**src/rtl/pdc_pkg.sv**
```systemverilog
package pdc_pkg;

    // number of comparator inputs watched for transitions
    localparam int unsigned NUM_SIG = 2;

    // per-cycle step count: 0..NUM_SIG
    typedef logic [1:0] step_t;

    // count of set bits in a small vector
    function automatic step_t count_ones(input logic [NUM_SIG-1:0] v);
        step_t n;
        n = '0;
        for (int i = 0; i < NUM_SIG; i++) begin
            n = n + step_t'(v[i]);
        end
        return n;
    endfunction

endpackage

```
**src/rtl/pdc_edge_sense.sv**
```systemverilog
module pdc_edge_sense
    import pdc_pkg::*;
(
    input  logic               clk_i,
    input  logic               rst_ni,
    input  logic [NUM_SIG-1:0] sig_i,
    output logic [NUM_SIG-1:0] edge_o,
    output logic               coincide_o
);

    typedef struct packed {
        logic [NUM_SIG-1:0] prev;
    } state_t;

    state_t st_d, st_q;

    always_comb begin
        st_d      = st_q;
        st_d.prev = sig_i;
    end

    always_ff @(posedge clk_i or negedge rst_ni) begin
        if (!rst_ni) st_q <= '0;
        else         st_q <= st_d;
    end

    for (genvar g = 0; g < NUM_SIG; g++) begin : g_edge
        assign edge_o[g] = sig_i[g] ^ st_q.prev[g];
    end

    // coincidence judged on the values after the transition
    assign coincide_o = (sig_i[0] == sig_i[1]);

endmodule

```
**src/rtl/pdc_dead_timer.sv**
```systemverilog
module pdc_dead_timer #(
    parameter int unsigned CLK_HZ  = 1_000_000,
    parameter int unsigned DEAD_MS = 20
) (
    input  logic clk_i,
    input  logic rst_ni,
    input  logic volt_ok_i,
    input  logic curr_ok_i,
    output logic dead_o
);

    localparam int unsigned DELAY   = (CLK_HZ / 1000) * DEAD_MS;
    localparam int unsigned DELAY_W = $clog2(DELAY + 1);
    localparam logic [DELAY_W-1:0] LAST = DELAY_W'(DELAY - 1);

    typedef struct packed {
        logic [DELAY_W-1:0] tmr;
        logic               dead;
    } state_t;

    state_t st_d, st_q;
    logic   alive;

    assign alive = volt_ok_i | curr_ok_i;

    always_comb begin
        st_d = st_q;
        if (alive) begin
            st_d.tmr  = '0;
            st_d.dead = 1'b0;
        end else if (st_q.tmr == LAST) begin
            st_d.dead = 1'b1;
        end else begin
            st_d.tmr = st_q.tmr + 1'b1;
        end
    end

    always_ff @(posedge clk_i or negedge rst_ni) begin
        if (!rst_ni) st_q <= '0;
        else         st_q <= st_d;
    end

    assign dead_o = st_q.dead;

    p_dead_clear_r9: assert property (@(posedge clk_i) disable iff (!rst_ni)
        alive |=> !st_q.dead);

    p_dead_rise_r8: assert property (@(posedge clk_i) disable iff (!rst_ni)
        $rose(st_q.dead) |-> $past(!alive));

    p_timer_bound_r8: assert property (@(posedge clk_i) disable iff (!rst_ni)
        st_q.tmr <= LAST);

endmodule

```
**src/rtl/pdc_updown.sv**
```systemverilog
module pdc_updown
    import pdc_pkg::*;
#(
    parameter int unsigned COUNT_MAX = 16,
    parameter int unsigned OP_THRESH = 8,
    localparam int unsigned COUNT_W  = $clog2(COUNT_MAX + 1)
) (
    input  logic               clk_i,
    input  logic               rst_ni,
    input  step_t              inc_i,
    input  step_t              dec_i,
    output logic [COUNT_W-1:0] count_o,
    output logic               operate_o
);

    typedef struct packed {
        logic [COUNT_W-1:0] cnt;
        logic               op;
    } state_t;

    state_t st_d, st_q;
    int     sum;

    always_comb begin
        st_d = st_q;
        sum  = int'(st_q.cnt) + int'(inc_i) - int'(dec_i);
        if (sum < 0)                   st_d.cnt = '0;
        else if (sum > int'(COUNT_MAX)) st_d.cnt = COUNT_W'(COUNT_MAX);
        else                           st_d.cnt = COUNT_W'(sum);
        st_d.op = (st_d.cnt >= COUNT_W'(OP_THRESH));
    end

    always_ff @(posedge clk_i or negedge rst_ni) begin
        if (!rst_ni) st_q <= '0;
        else         st_q <= st_d;
    end

    assign count_o   = st_q.cnt;
    assign operate_o = st_q.op;

    p_no_overflow_r5: assert property (@(posedge clk_i) disable iff (!rst_ni)
        st_q.cnt <= COUNT_W'(COUNT_MAX));

    p_operate_r7: assert property (@(posedge clk_i) disable iff (!rst_ni)
        st_q.op == (st_q.cnt >= COUNT_W'(OP_THRESH)));

    p_hold_r11: assert property (@(posedge clk_i) disable iff (!rst_ni)
        (inc_i == '0 && dec_i == '0) |=> $stable(st_q.cnt));

    p_floor_r6: assert property (@(posedge clk_i) disable iff (!rst_ni)
        (st_q.cnt == '0 && inc_i == '0) |=> st_q.cnt == '0);

endmodule

```
**src/rtl/pdc_comparator.sv**
```systemverilog
module pdc_comparator
    import pdc_pkg::*;
#(
    parameter int unsigned CLK_HZ    = 1_000_000,
    parameter int unsigned DEAD_MS   = 20,
    parameter int unsigned COUNT_MAX = 16,
    parameter int unsigned OP_THRESH = 8,
    localparam int unsigned COUNT_W  = $clog2(COUNT_MAX + 1)
) (
    input  logic               clk_i,
    input  logic               rst_ni,
    input  logic               sig_a_i,
    input  logic               sig_b_i,
    input  logic               volt_ok_i,
    input  logic               curr_ok_i,
    output logic [COUNT_W-1:0] count_o,
    output logic               operate_o,
    output logic               pole_dead_o
);

    logic [NUM_SIG-1:0] edges;
    logic               coincide;
    logic               dead;
    step_t              n_edges, inc, dec;

    pdc_edge_sense i_edge (
        .clk_i      (clk_i),
        .rst_ni     (rst_ni),
        .sig_i      ({sig_b_i, sig_a_i}),
        .edge_o     (edges),
        .coincide_o (coincide)
    );

    pdc_dead_timer #(
        .CLK_HZ  (CLK_HZ),
        .DEAD_MS (DEAD_MS)
    ) i_timer (
        .clk_i     (clk_i),
        .rst_ni    (rst_ni),
        .volt_ok_i (volt_ok_i),
        .curr_ok_i (curr_ok_i),
        .dead_o    (dead)
    );

    // steering: inhibit turns every transition into a down count
    always_comb begin
        n_edges = count_ones(edges);
        inc     = '0;
        dec     = '0;
        if (dead)          dec = n_edges;
        else if (coincide) inc = n_edges;
        else               dec = n_edges;
    end

    pdc_updown #(
        .COUNT_MAX (COUNT_MAX),
        .OP_THRESH (OP_THRESH)
    ) i_count (
        .clk_i     (clk_i),
        .rst_ni    (rst_ni),
        .inc_i     (inc),
        .dec_i     (dec),
        .count_o   (count_o),
        .operate_o (operate_o)
    );

    assign pole_dead_o = dead;

    p_inhibit_down_r10: assert property (@(posedge clk_i) disable iff (!rst_ni)
        (dead && edges != '0 && count_o != '0) |=> count_o < $past(count_o));

    p_no_rise_dead_r10: assert property (@(posedge clk_i) disable iff (!rst_ni)
        dead |=> count_o <= $past(count_o));

endmodule

```
**config.mk**
```make
export PLATFORM = sky130hd
export DESIGN_NAME = pdc_comparator
export DESIGN_NICKNAME = d
export VERILOG_FILES = /design/src/rtl/pdc_pkg.sv /design/src/rtl/pdc_edge_sense.sv /design/src/rtl/pdc_dead_timer.sv /design/src/rtl/pdc_updown.sv /design/src/rtl/pdc_comparator.sv
export SDC_FILE = /design/constraint.sdc
export NUM_CORES = 1
export LEC_CHECK = 0
export BUFFER_PORTS_ARGS = -buffer_cell sky130_fd_sc_hd__buf_4
export CAP_MARGIN = 20
export CORE_MARGIN = 2
export CORE_UTILIZATION = 52
export CTS_CLUSTER_SIZE = 10
export DETAILED_ROUTE_END_ITERATION = 8
export PLACE_DENSITY = 0.74
export SLEW_MARGIN = 0
export SYNTH_ARGS = -nofsm -noshare
export SYNTH_HDL_FRONTEND = slang
export SYNTH_SLANG_ARGS = --single-unit
```
**constraint.sdc**
```tcl
create_clock -name clk_i -period 3.55 [get_ports clk_i]
set_clock_uncertainty 0.1 [all_clocks]
set_input_delay 1.065 -clock clk_i [delete_from_list [all_inputs] [get_ports clk_i]]
set_output_delay 1.065 -clock clk_i [all_outputs]
set_load 0.01 [all_outputs]
```
-- Word level (Yosys, flattened, before mapping)
Cells that the tools add are included.
- register bits after elaboration: 24
- input bits: 6
- output and inout port bits: 7
- add/sub/neg operators: 4
- magnitude comparators: 3
- equality and inequality tests: 3
- multiplexer cells: 9
- bitwise gates (word level): 3
- reductions and logical operators: 1
- operators with widths (kind ; count):
    $gt 32x6->1 const B ; 1
    $lt 32x1->1 const B ; 1
    $sub 32x3->32 ; 1
    $mux 16 ; 1
    $add 15x1->15 const B ; 1
    $eq 15x15->1 const B ; 1
    $mux 15 ; 1
    $mux 5 ; 2
    $mux 2 ; 4
    $add 5x2->6 ; 1
    $ge 5x4->1 const B ; 1
    $add 1x1->2 ; 1
    $ne 2x1->1 const B ; 1
    $reduce_bool 2->1 ; 1
    $xor 1x1->1 ; 2
    $eq 1x1->1 ; 1
    $mux 1 ; 1
    $or 1x1->1 ; 1

-- Logic depth before layout (Yosys ltp)
Gate-level depths: netlist of the first run.
- depth in word-level cells: 10
- gate-level depth with buffers: 14

-- Modules after synthesis
From an unflattened synthesis of the first run, not the netlist that was laid out.
- cells, all modules: 149
- area total of the unflattened synthesis: 1485.2 um2
- by module, submodules not included (module ; instances ; cells each ; area each (um2) ; sequential area each (um2)):
    pdc_dead_timer ; 1 ; 86 ; 837.1 ; 400.4
    pdc_updown ; 1 ; 49 ; 504.2 ; 150.1
    pdc_edge_sense ; 1 ; 5 ; 76.3 ; 50.0
    pdc_comparator ; 1 ; 9 ; 67.6 ; 0.0

-- Worst setup path before layout of the first run
Ideal clock, no wire load.
- path kind: in2reg
- from: in sig_b_i
- to: reg i_count.st_q, in the netlist i_count.operate_o
- library setup time: 121 ps
- arrival time: 4005 ps
- data required time: 3329 ps
- path slack: -676 ps
- stages: 14
- path through: xor2_1 > ha_1 > and2_1 > ha_1 > fa_1 > ha_1 > nor2b_1 > nor3_2 > and3_2 > ha_1 > nor2b_1 > nand3_1 > nor3b_1 > nor2_1
- RTL lines (item ; line ; source):
    from (decl) ; pdc_comparator.sv:13 ; input logic sig_b_i,
    to (signal assigned) ; pdc_updown.sv:35 ; else st_q <= st_d;
    to (decl) ; pdc_updown.sv:21 ; state_t st_d, st_q;

==> impl_metrics.ini, run 1 <==
[detailed_routing]
drc = 0
routed_wl_um = 2890
drtIter0Drc = 46
dr_wl_met2_um = 1490
routed.top_layer = met4
dr_wl_met3_um = 67
vias_per_cell = 5.56
ant_nets = 0
first_pass_iters = 4
routedWlPerCell_um = 14.0
wl_met1_um = 1290
vias = 1151

[clock_tree]
clock_path_buffers = 2
cts_tree = yes
clock_sink_count = 24
clkTransAtPathRegs_ns = 0.13
clkLatencyLatePin_ns = 0.32
clock-root-buffer = clkbuf_4
cts_buffers = 3
cts_hold_buf = 0
htree_levels = 1

[grt]
grt_overflow = 0
grt_pass1_vias = 1160
grt_first_pass_wirelength_um = 5090
grt_max_degree = 25
antenna_found_initial = 0
track_usage_pct = 20.3

[sta]
rsz0062_at_grt = true
post-route-period-util_pct = 106
fin_crit_ns = 3.75
setup_ws_ns = -0.203
worst_pin_slew_ns = 0.381
timing.hold.ws_ns = 0.457
setup_viol = 6
max_slew_margin_pct = 74.6
fmax_ghz = 0.266
hold_viol = 0
slew_viol_final = 0

[setup_path]
arrival_ns = 3.87
crit_path_end_kind = flop
max_stage_delay_ns = 0.46
r2r_start = i_edge.st_q[1]
r2r_cells = 14
cp_num_buf_inv = 1
reg2reg_slack_ns = 0.26
critical_path.top_delay_family = adder cells
r2r-end = i_count.operate_o
worstPathCellList = buf_6 > xor2_1 > ha_1 > and2_1 > ha_2 > fa_1 > ha_1 > nor2b_4 > nor3_4 > and3_4 > ha_4 > nor2b_4 > nand3b_1 > a31oi_1 > nor2_1
path_max_fanout = 5
required_ns = 3.67
path_class = in -> reg
cp.depth = 15
cpMaxStageDelayCell = fa_1
startpoint_type = input port

[yosys]
syn_inst = 147
synth_warnings = 0
yosysSeqAreaShare_pct = 41.6
synth_top_area_share_pct = 41.6
synth_area_um2 = 1450
ys_ff_latch = 24
synth_area_leaders = dfrtp_1, ha_1, xor2_1
synthFlopType = dfrtp_1
synth_cell_types = 40
synth-edff-count = 0
synth_top_area_cell = dfrtp_1
ys_top_cells_by_count = dfrtp_1, nor2_1, nand3_1
synth.avg_cell_area_um2 = 9.83
yosysMostFrequentCell = dfrtp_1
syn_nets = 162
synthArstFlopShare_pct = 100

[run_status]
violations = setup timing
status = finished with violations

[power_and_ir_drop]
seqPwrFrac_pct = 29.6
comb_power_share_pct = 57.7
p_sw_share_pct = 38.8
cellLeakagePower_nw = 0.819
vdd_drop_max_v = 0.000612
finalPower_mw = 1.13
p_int_mw = 0.692
pwr_density_cell_nw_per_um2 = 616
clkPwrFrac_pct = 12.7
netSwitchingPower_mw = 0.438

[floorplanning]
die_h_um = 56.7
die_w_um = 56.7
start_util_pct = 53.8
io_pins = 13
fp.dieArea_um2 = 3220
core_um2 = 2690
rows = 19

[place]
gp_congestion = 0.848
io_buffers = 12
dp.cells = 202
placed_area_um2 = 1720
dp_hpwl_um = 2170

[finish]
finish.utilization_pct = 68.4
fin_nets = 192
final_area_um2 = 1840
antenna_cells = 0
area_growth_syn_to_layout_pct = 27.1
drive_above_1_share_pct = 31.3
instances_no_fill = 207

[min_path]
hold_path_startpoint = i_timer.st_q[12]
hold_depth = 2
worstHoldEndpoint = i_timer.st_q[12]
hp-class = reg -> reg

[flow_run]
cap_violations = 0
[final cells by class]
cell class,count,area [um2]
Clock buffer,4,36.3
Timing Repair Buffer,29,221
Sequential cell,24,601
Tap cell,31,38.8
Fill cell,206,850
Multi-Input combinational cell,117,932
Inverter,2,7.51
[cell usage in the layout (no fill, tap or decap), drive strengths merged, types with 2 or more instances in the layout]
cell type  Yosys  routed
xor2          11      11
fa             2       2
nand4          2       2
a21oi          3       3
o21ai          3       3
nor3           8       8
nor3b          5       5
ha             7       7
nand2          6       6
and2           2       2
and3           4       4
dfrtp         24      24
and4           3       3
a31oi          3       3
clkbuf         3       4
or2            2       2
buf            1      29
or3            3       3
nand3         11      11
nor2          19      19
nor2b          4       4
xnor2          6       6
inv            2       2
[cells by family after synthesis]
logic type / synth area share, %
AOI/OAI and AO/OA: 7.62
xor gates and xnor gates: 10.8
adders and majority gates: 8.83
buffers and inverters: 1.64
DFF: 41.6
muxes: 0.693
and+or+nand+nor: 28.8
[flip-flops by register name, indices dropped and copies added (netlist names)]
signal / flops
i_count.count_o: 5
i_edge.st_q: 2
i_timer.dead_o: 1
i_timer.st_q: 15
i_count.operate_o: 1
[what timing repair did]
action	CTS	global route
setup endpoints to repair	6	6
buffers inserted	1	0
gates resized for setup	9	2
pin swaps	7	0
[worst max-delay path by stage]
stage | start | to
floorplan | sig_b_i | i_count.operate_o
global placement | sig_b_i | i_count.count_o[3]
detailed placement | sig_b_i | i_count.count_o[3]
CTS | sig_b_i | i_count.operate_o
global route | sig_b_i | i_count.operate_o
finish | sig_b_i | i_count.operate_o
[worst reg2reg max path, cell delays in order, from the launching register on]
cell and delay, ns:
dfrtp_1 0.39, xor2_1 0.14, ha_1 0.30, and2_1 0.14, ha_2 0.17, fa_1 0.46
ha_1 0.29, nor2b_4 0.16, nor3_4 0.05, and3_4 0.19, ha_4 0.25, nor2b_4 0.20
nand3b_1 0.10, a31oi_1 0.17, nor2_1 0.07
[layer usage]
| metal | up-vias | global-route usage [%] |
|---|---|---|
| li1 | 583 | - |
| met1 | 547 | 26.3 |
| met2 | 16 | 34.1 |
| met3 | 5 | 2.30 |
| met4 | 0 | 8.50 |
| met5 | - | 0 |
[power by group through the flow]
stage               clock, mW  sequential (mW)  combinational, mW
finish                  0.144            0.334              0.653
global route            0.159            0.340              0.712
CTS                     0.147            0.334              0.622
detailed placement          0            0.340              0.541
global placement            0            0.338              0.519
floorplan                   0            0.347              0.346
[stage by stage]
stage	TNS [ns]	setup slack (ns)
global placement	-2.85	-0.509
global route	-1.56	-0.332
floorplan	-2.21	-0.438
CTS	-0.889	-0.205
detailed placement	-3.59	-0.677
finish	-0.888	-0.203
Note: power is estimated with default switching activity, not from simulation.
==> run 2, diff against run 1 <==
--- a/config.mk
+++ b/config.mk
@@ -8,10 +8,10 @@
 export BUFFER_PORTS_ARGS = -buffer_cell sky130_fd_sc_hd__buf_4
 export CAP_MARGIN = 20
 export CORE_MARGIN = 2
-export CORE_UTILIZATION = 52
+export CORE_UTILIZATION = 58
 export CTS_CLUSTER_SIZE = 10
 export DETAILED_ROUTE_END_ITERATION = 8
-export PLACE_DENSITY = 0.74
+export PLACE_DENSITY = 0.78
 export SLEW_MARGIN = 0
 export SYNTH_ARGS = -nofsm -noshare
 export SYNTH_HDL_FRONTEND = slang
==> constraint.sdc (replaced) <==
create_clock -name clk_i -period 3.7 [get_ports clk_i]
set_clock_uncertainty 0.1 [all_clocks]
set_input_delay 1.11 -clock clk_i [delete_from_list [all_inputs] [get_ports clk_i]]
set_output_delay 1.11 -clock clk_i [all_outputs]
set_load 0.01 [all_outputs]
==> impl_metrics.ini, run 2 (synthesis results as in run 1) <==
[run_status]
status = finished with violations
violations = setup timing

[clock_tree]
cts_tree = yes
cts_buffers = 3
clock-root-buffer = clkbuf_4
clkTransAtPathRegs_ns = 0.12
cts_hold_buf = 0
htree_levels = 1
clock_sink_count = 24
clock_path_buffers = 2
clkLatencyLatePin_ns = 0.32

[power_and_ir_drop]
clkPwrFrac_pct = 14.8
netSwitchingPower_mw = 0.481
vdd_drop_max_v = 0.000540
cellLeakagePower_nw = 0.843
finalPower_mw = 1.27
comb_power_share_pct = 59.6
seqPwrFrac_pct = 25.5
p_int_mw = 0.788
pwr_density_cell_nw_per_um2 = 663
p_sw_share_pct = 37.9

[finish]
final_area_um2 = 1920
instances_no_fill = 206
layout.filler_cells = 146
multi_input_area_um2 = 973
drive_above_1_share_pct = 32.4
final_cell_mix = dfrtp_1, buf_4, nor2_1
fin_nets = 192
antenna_cells = 0
regMostFlops = i_timer.st_q
largestRegisters = i_timer.st_q: 15 flops, i_count.count_o: 5 flops, i_edge.st_q: 2 flops
area_growth_syn_to_layout_pct = 32.6
regArea_um2 = 601
largest_reg_flops = 15

[floorplanning]
start_util_pct = 60.0
die_w_um = 53.9
io_pins = 13
core_um2 = 2410
rows = 18
die_h_um = 53.9
fp.dieArea_um2 = 2910

[sta]
fmax_ghz = 0.257
hold_viol = 0
setup_ws_ns = -0.186
max_slew_margin_pct = 67.0
rsz0062_at_grt = true
post-route-period-util_pct = 105
worst_pin_slew_ns = 0.490
tns_ns = -0.978
fin_crit_ns = 3.89
slew_viol_final = 0
setup_viol = 6

[place]
placed_area_um2 = 1680
dp.cells = 196
io_buffers = 12
dp_hpwl_um = 2260
gp_congestion = 0.837

[detailed_routing]
routedWlPerCell_um = 16.5
drtIter0Drc = 11
vias = 1198
vias_per_cell = 5.82
drc = 0
routed_wl_um = 3400
first_pass_iters = 4
ant_nets = 0

[setup_path]
required_ns = 3.82
crit_path_end_kind = flop
path_max_fanout = 5
startpoint_type = input port
path_class = in -> reg
arrival_ns = 4.00
r2r_start = i_edge.st_q[0]
startpoint = sig_a_i

[grt]
track_usage_pct = 25.3
grt_max_degree = 25
grt_overflow = 0
antenna_found_initial = 0
grt_pass1_vias = 1242
grt_first_pass_wirelength_um = 5290

[min_path]
hold_path_startpoint = i_timer.st_q[12]
hp-class = reg -> reg

[flow_run]
cap_violations = 0
-- run 2: critical path: stages --
cell and delay (ns):
buf_8 0.10, xor2_1 0.13, ha_1 0.30, and2_4 0.15, ha_4 0.15, fa_1 0.49, ha_1 0.31, nor2b_4 0.18
nor3_4 0.06, and3_4 0.19, ha_4 0.24, nor2b_4 0.20, nand3_2 0.10, nor3b_2 0.20, nor2_1 0.07
-- run 2: area by class of cell --
class	count	area share (%)
tap	30	1.96
multi-input combinational	117	50.8
inverter	2	0.392
clock inverter	1	1.57
clock buffer	3	1.18
sequential	24	31.4
timing repair buffer	29	12.7
-- run 2: worst paths after layout --
check | depth (start not counted) | slack (ns) | endpoint
setup / recovery | 15 | -0.19 | i_count.operate_o
hold / removal | 2 | 0.47 | i_timer.st_q[12]
setup reg to reg | 14 | 0.28 | i_count.operate_o
hold reg to reg | 2 | 0.47 | i_timer.st_q[12]
max in group asynchronous | 1 | 2.70 | i_timer.st_q[10]
min in group asynchronous | 1 | 0.56 | i_timer.st_q[8]
-- run 2: stage by stage --
stage,setup slack [ns],hold slack [ns],utilization [%]
final,-0.186,0.470,79.5
after global routing,-0.286,0.498,79.5
after CTS,-0.147,0.472,76.7
after detailed placement,-0.593,0.449,69.7
after global placement,-0.407,0.416,69.7
after floorplan,-0.333,0.397,-
-- run 2: repair_timing --
action                                  CTS  global route
gates resized for setup                  16             7
setup buffers                             3             4
pin swaps                                 4             9
endpoints found under the setup margin    6             6
-- run 2: routing by layer --
layer | routed length, um | share of wire, % | global-route usage (%) | vias to the layer above
met5 | 0 | 0 | 0 | -
met2 | 1830 | 54 | 45.5 | 19
met3 | 50 | 1.5 | 1.67 | 9
met4 | 82 | 2.4 | 12.0 | 0
li1 | - | - | - | 586
met1 | 1440 | 42 | 30.6 | 584
-- run 2: power groups by stage --
stage	sequential [mW]	clock (mW)	combinational [mW]
after floorplan	0.333	0	0.332
after global placement	0.324	0	0.488
after detailed placement	0.326	0	0.516
after CTS	0.321	0.191	0.681
after global routing	0.327	0.199	0.802
final	0.324	0.188	0.757
==> run 3, diff against run 2 <==
--- a/config.mk
+++ b/config.mk
@@ -6,8 +6,7 @@
 export NUM_CORES = 1
 export LEC_CHECK = 0
 export BUFFER_PORTS_ARGS = -buffer_cell sky130_fd_sc_hd__buf_4
-export CAP_MARGIN = 20
-export CORE_MARGIN = 2
+export CAP_MARGIN = 5
 export CORE_UTILIZATION = 58
 export CTS_CLUSTER_SIZE = 10
 export DETAILED_ROUTE_END_ITERATION = 8
@@ -16,3 +15,4 @@
 export SYNTH_ARGS = -nofsm -noshare
 export SYNTH_HDL_FRONTEND = slang
 export SYNTH_SLANG_ARGS = --single-unit
+export TNS_END_PERCENT = 20
==> impl_metrics.ini, run 3 (synthesis results as in run 1) <==
[run_status]
status = finished with violations
violations = setup timing

[power_and_ir_drop]
finalPower_mw = 1.05
seqPwrFrac_pct = 30.8
p_int_mw = 0.651
vdd_drop_max_v = 0.000482
clkPwrFrac_pct = 13.4
comb_power_share_pct = 55.8
cellLeakagePower_nw = 0.818
pwr_density_cell_nw_per_um2 = 575
p_sw_share_pct = 38.3
netSwitchingPower_mw = 0.404

[grt]
grt_max_degree = 25
track_usage_pct = 28.3
grt_first_pass_wirelength_um = 5420
grt_overflow = 0
antenna_found_initial = 0
grt_pass1_vias = 1243

[floorplanning]
fp.dieArea_um2 = 2700
io_pins = 13
die_h_um = 51.9
start_util_pct = 63.5
rows = 17
die_w_um = 51.9
core_um2 = 2280

[setup_path]
cpMaxStageDelayCell = fa_1
r2r_start = i_edge.st_q[1]
cp_num_buf_inv = 1
crit_path_end_kind = flop
required_ns = 3.83
critical_path.top_delay_family = adder cells
max_stage_delay_ns = 0.48
startpoint_type = input port
arrival_ns = 3.97
worstPathCellList = buf_8 > xor2_2 > ha_1 > and2_4 > ha_4 > fa_1 > ha_1 > nor2b_4 > nor3_4 > and3_4 > ha_4 > nor2b_4 > nand4b_1 > a31oi_1 > nor2_1
path_class = in -> reg
startpoint = sig_b_i
path_max_fanout = 5

[finish]
largestRegisters = i_timer.st_q: 15 flops, i_count.count_o: 5 flops, i_edge.st_q: 2 flops
antenna_cells = 0
drive_above_1_share_pct = 31.8
area_growth_syn_to_layout_pct = 26.9
fin_nets = 192
final_area_um2 = 1830
final_cell_mix = buf_4, dfrtp_1, nor2_1
regMostFlops = i_timer.st_q
largest_reg_flops = 15
layout_commonest_cell = buf_4

[clock_tree]
cts_buffers = 3
htree_levels = 1
clock_path_buffers = 2
clock_sink_count = 24
clkLatencyLatePin_ns = 0.32
cts_tree = yes
clock-root-buffer = clkbuf_4
clkTransAtPathRegs_ns = 0.14
cts_hold_buf = 0

[detailed_routing]
ant_nets = 0
routed_wl_um = 3280
routedWlPerCell_um = 16.1
vias_per_cell = 6.04
first_pass_iters = 4
drtIter0Drc = 16
vias = 1233
drc = 0

[sta]
setup_ws_ns = -0.139
hold_viol = 0
timing.hold.ws_ns = 0.453
post-route-period-util_pct = 104
fin_crit_ns = 3.84
slew_viol_final = 0
fmax_ghz = 0.260
max_slew_margin_pct = 68.1
rsz0062_at_grt = true
worst_pin_slew_ns = 0.474
setup_viol = 6

[place]
preCtsSetupSlack_ns = -0.670
dp_hpwl_um = 2260
gp_congestion = 0.833
io_buffers = 12
placed_area_um2 = 1670

[min_path]
hp-class = reg -> reg
hold_path_startpoint = i_timer.st_q[15]

[flow_run]
cap_violations = 0
==> run 3: area by class of cell <==
type,count,area (um2)
clock buffers,4,36.3
well taps,28,35.0
multi-input cells,117,926
repair buffers,29,229
flip-flops and latches,24,601
fillers,145,442
inverters,2,7.51
==> run 3: layer usage <==
metal	track usage (%)	part of all wire (%)	vias to the layer above	routed length [um]
met2	49.4	53	36	1740
met4	16.2	2.4	0	80
met1	31.9	41	617	1330
li1	-	-	572	-
met3	5.26	3.7	8	120
met5	0	0	-	0
==> run 3: metrics by stage <==
step	utilization, %	TNS, ns	std cells
after floorplan	-	-2.18	147
after global placement	73.4	-2.81	197
after detailed placement	73.4	-3.56	197
after CTS	78.4	-0.638	203
after global routing	80.6	-1.23	204
final	80.6	-0.653	204
==> run 3: final timing paths <==
path | endpoint | depth (start not counted) | slack [ns]
max in group asynchronous | i_count.count_o[0] | 1 | 2.69
setup reg to reg | i_count.operate_o | 14 | 0.26
min in group asynchronous | i_timer.st_q[10] | 1 | 0.56
hold reg to reg | i_timer.st_q[15] | 2 | 0.45
hold / removal | i_timer.st_q[15] | 2 | 0.45
setup / recovery | i_count.operate_o | 15 | -0.14
==> run 3: tightest hold or removal path: stages (launching register included) <==
cell	delay, ns
dfrtp_1	0.38
xor2_1	0.07
nor2_1	0.08
==> run 3: repair_timing <==
item	in CTS	in global routing
gates resized for setup	13	7
setup buffers	2	1
pin swaps	12	10
setup endpoints to repair	6	6
==> run 3: power groups by stage <==
| stage | logic [mW] | clock network (mW) | registers, mW |
|---|---|---|---|
| after floorplan | 0.299 | 0 | 0.333 |
| after global routing | 0.646 | 0.154 | 0.328 |
| after CTS | 0.554 | 0.142 | 0.322 |
| after detailed placement | 0.495 | 0 | 0.327 |
| after global placement | 0.472 | 0 | 0.324 |
| final | 0.588 | 0.141 | 0.325 |
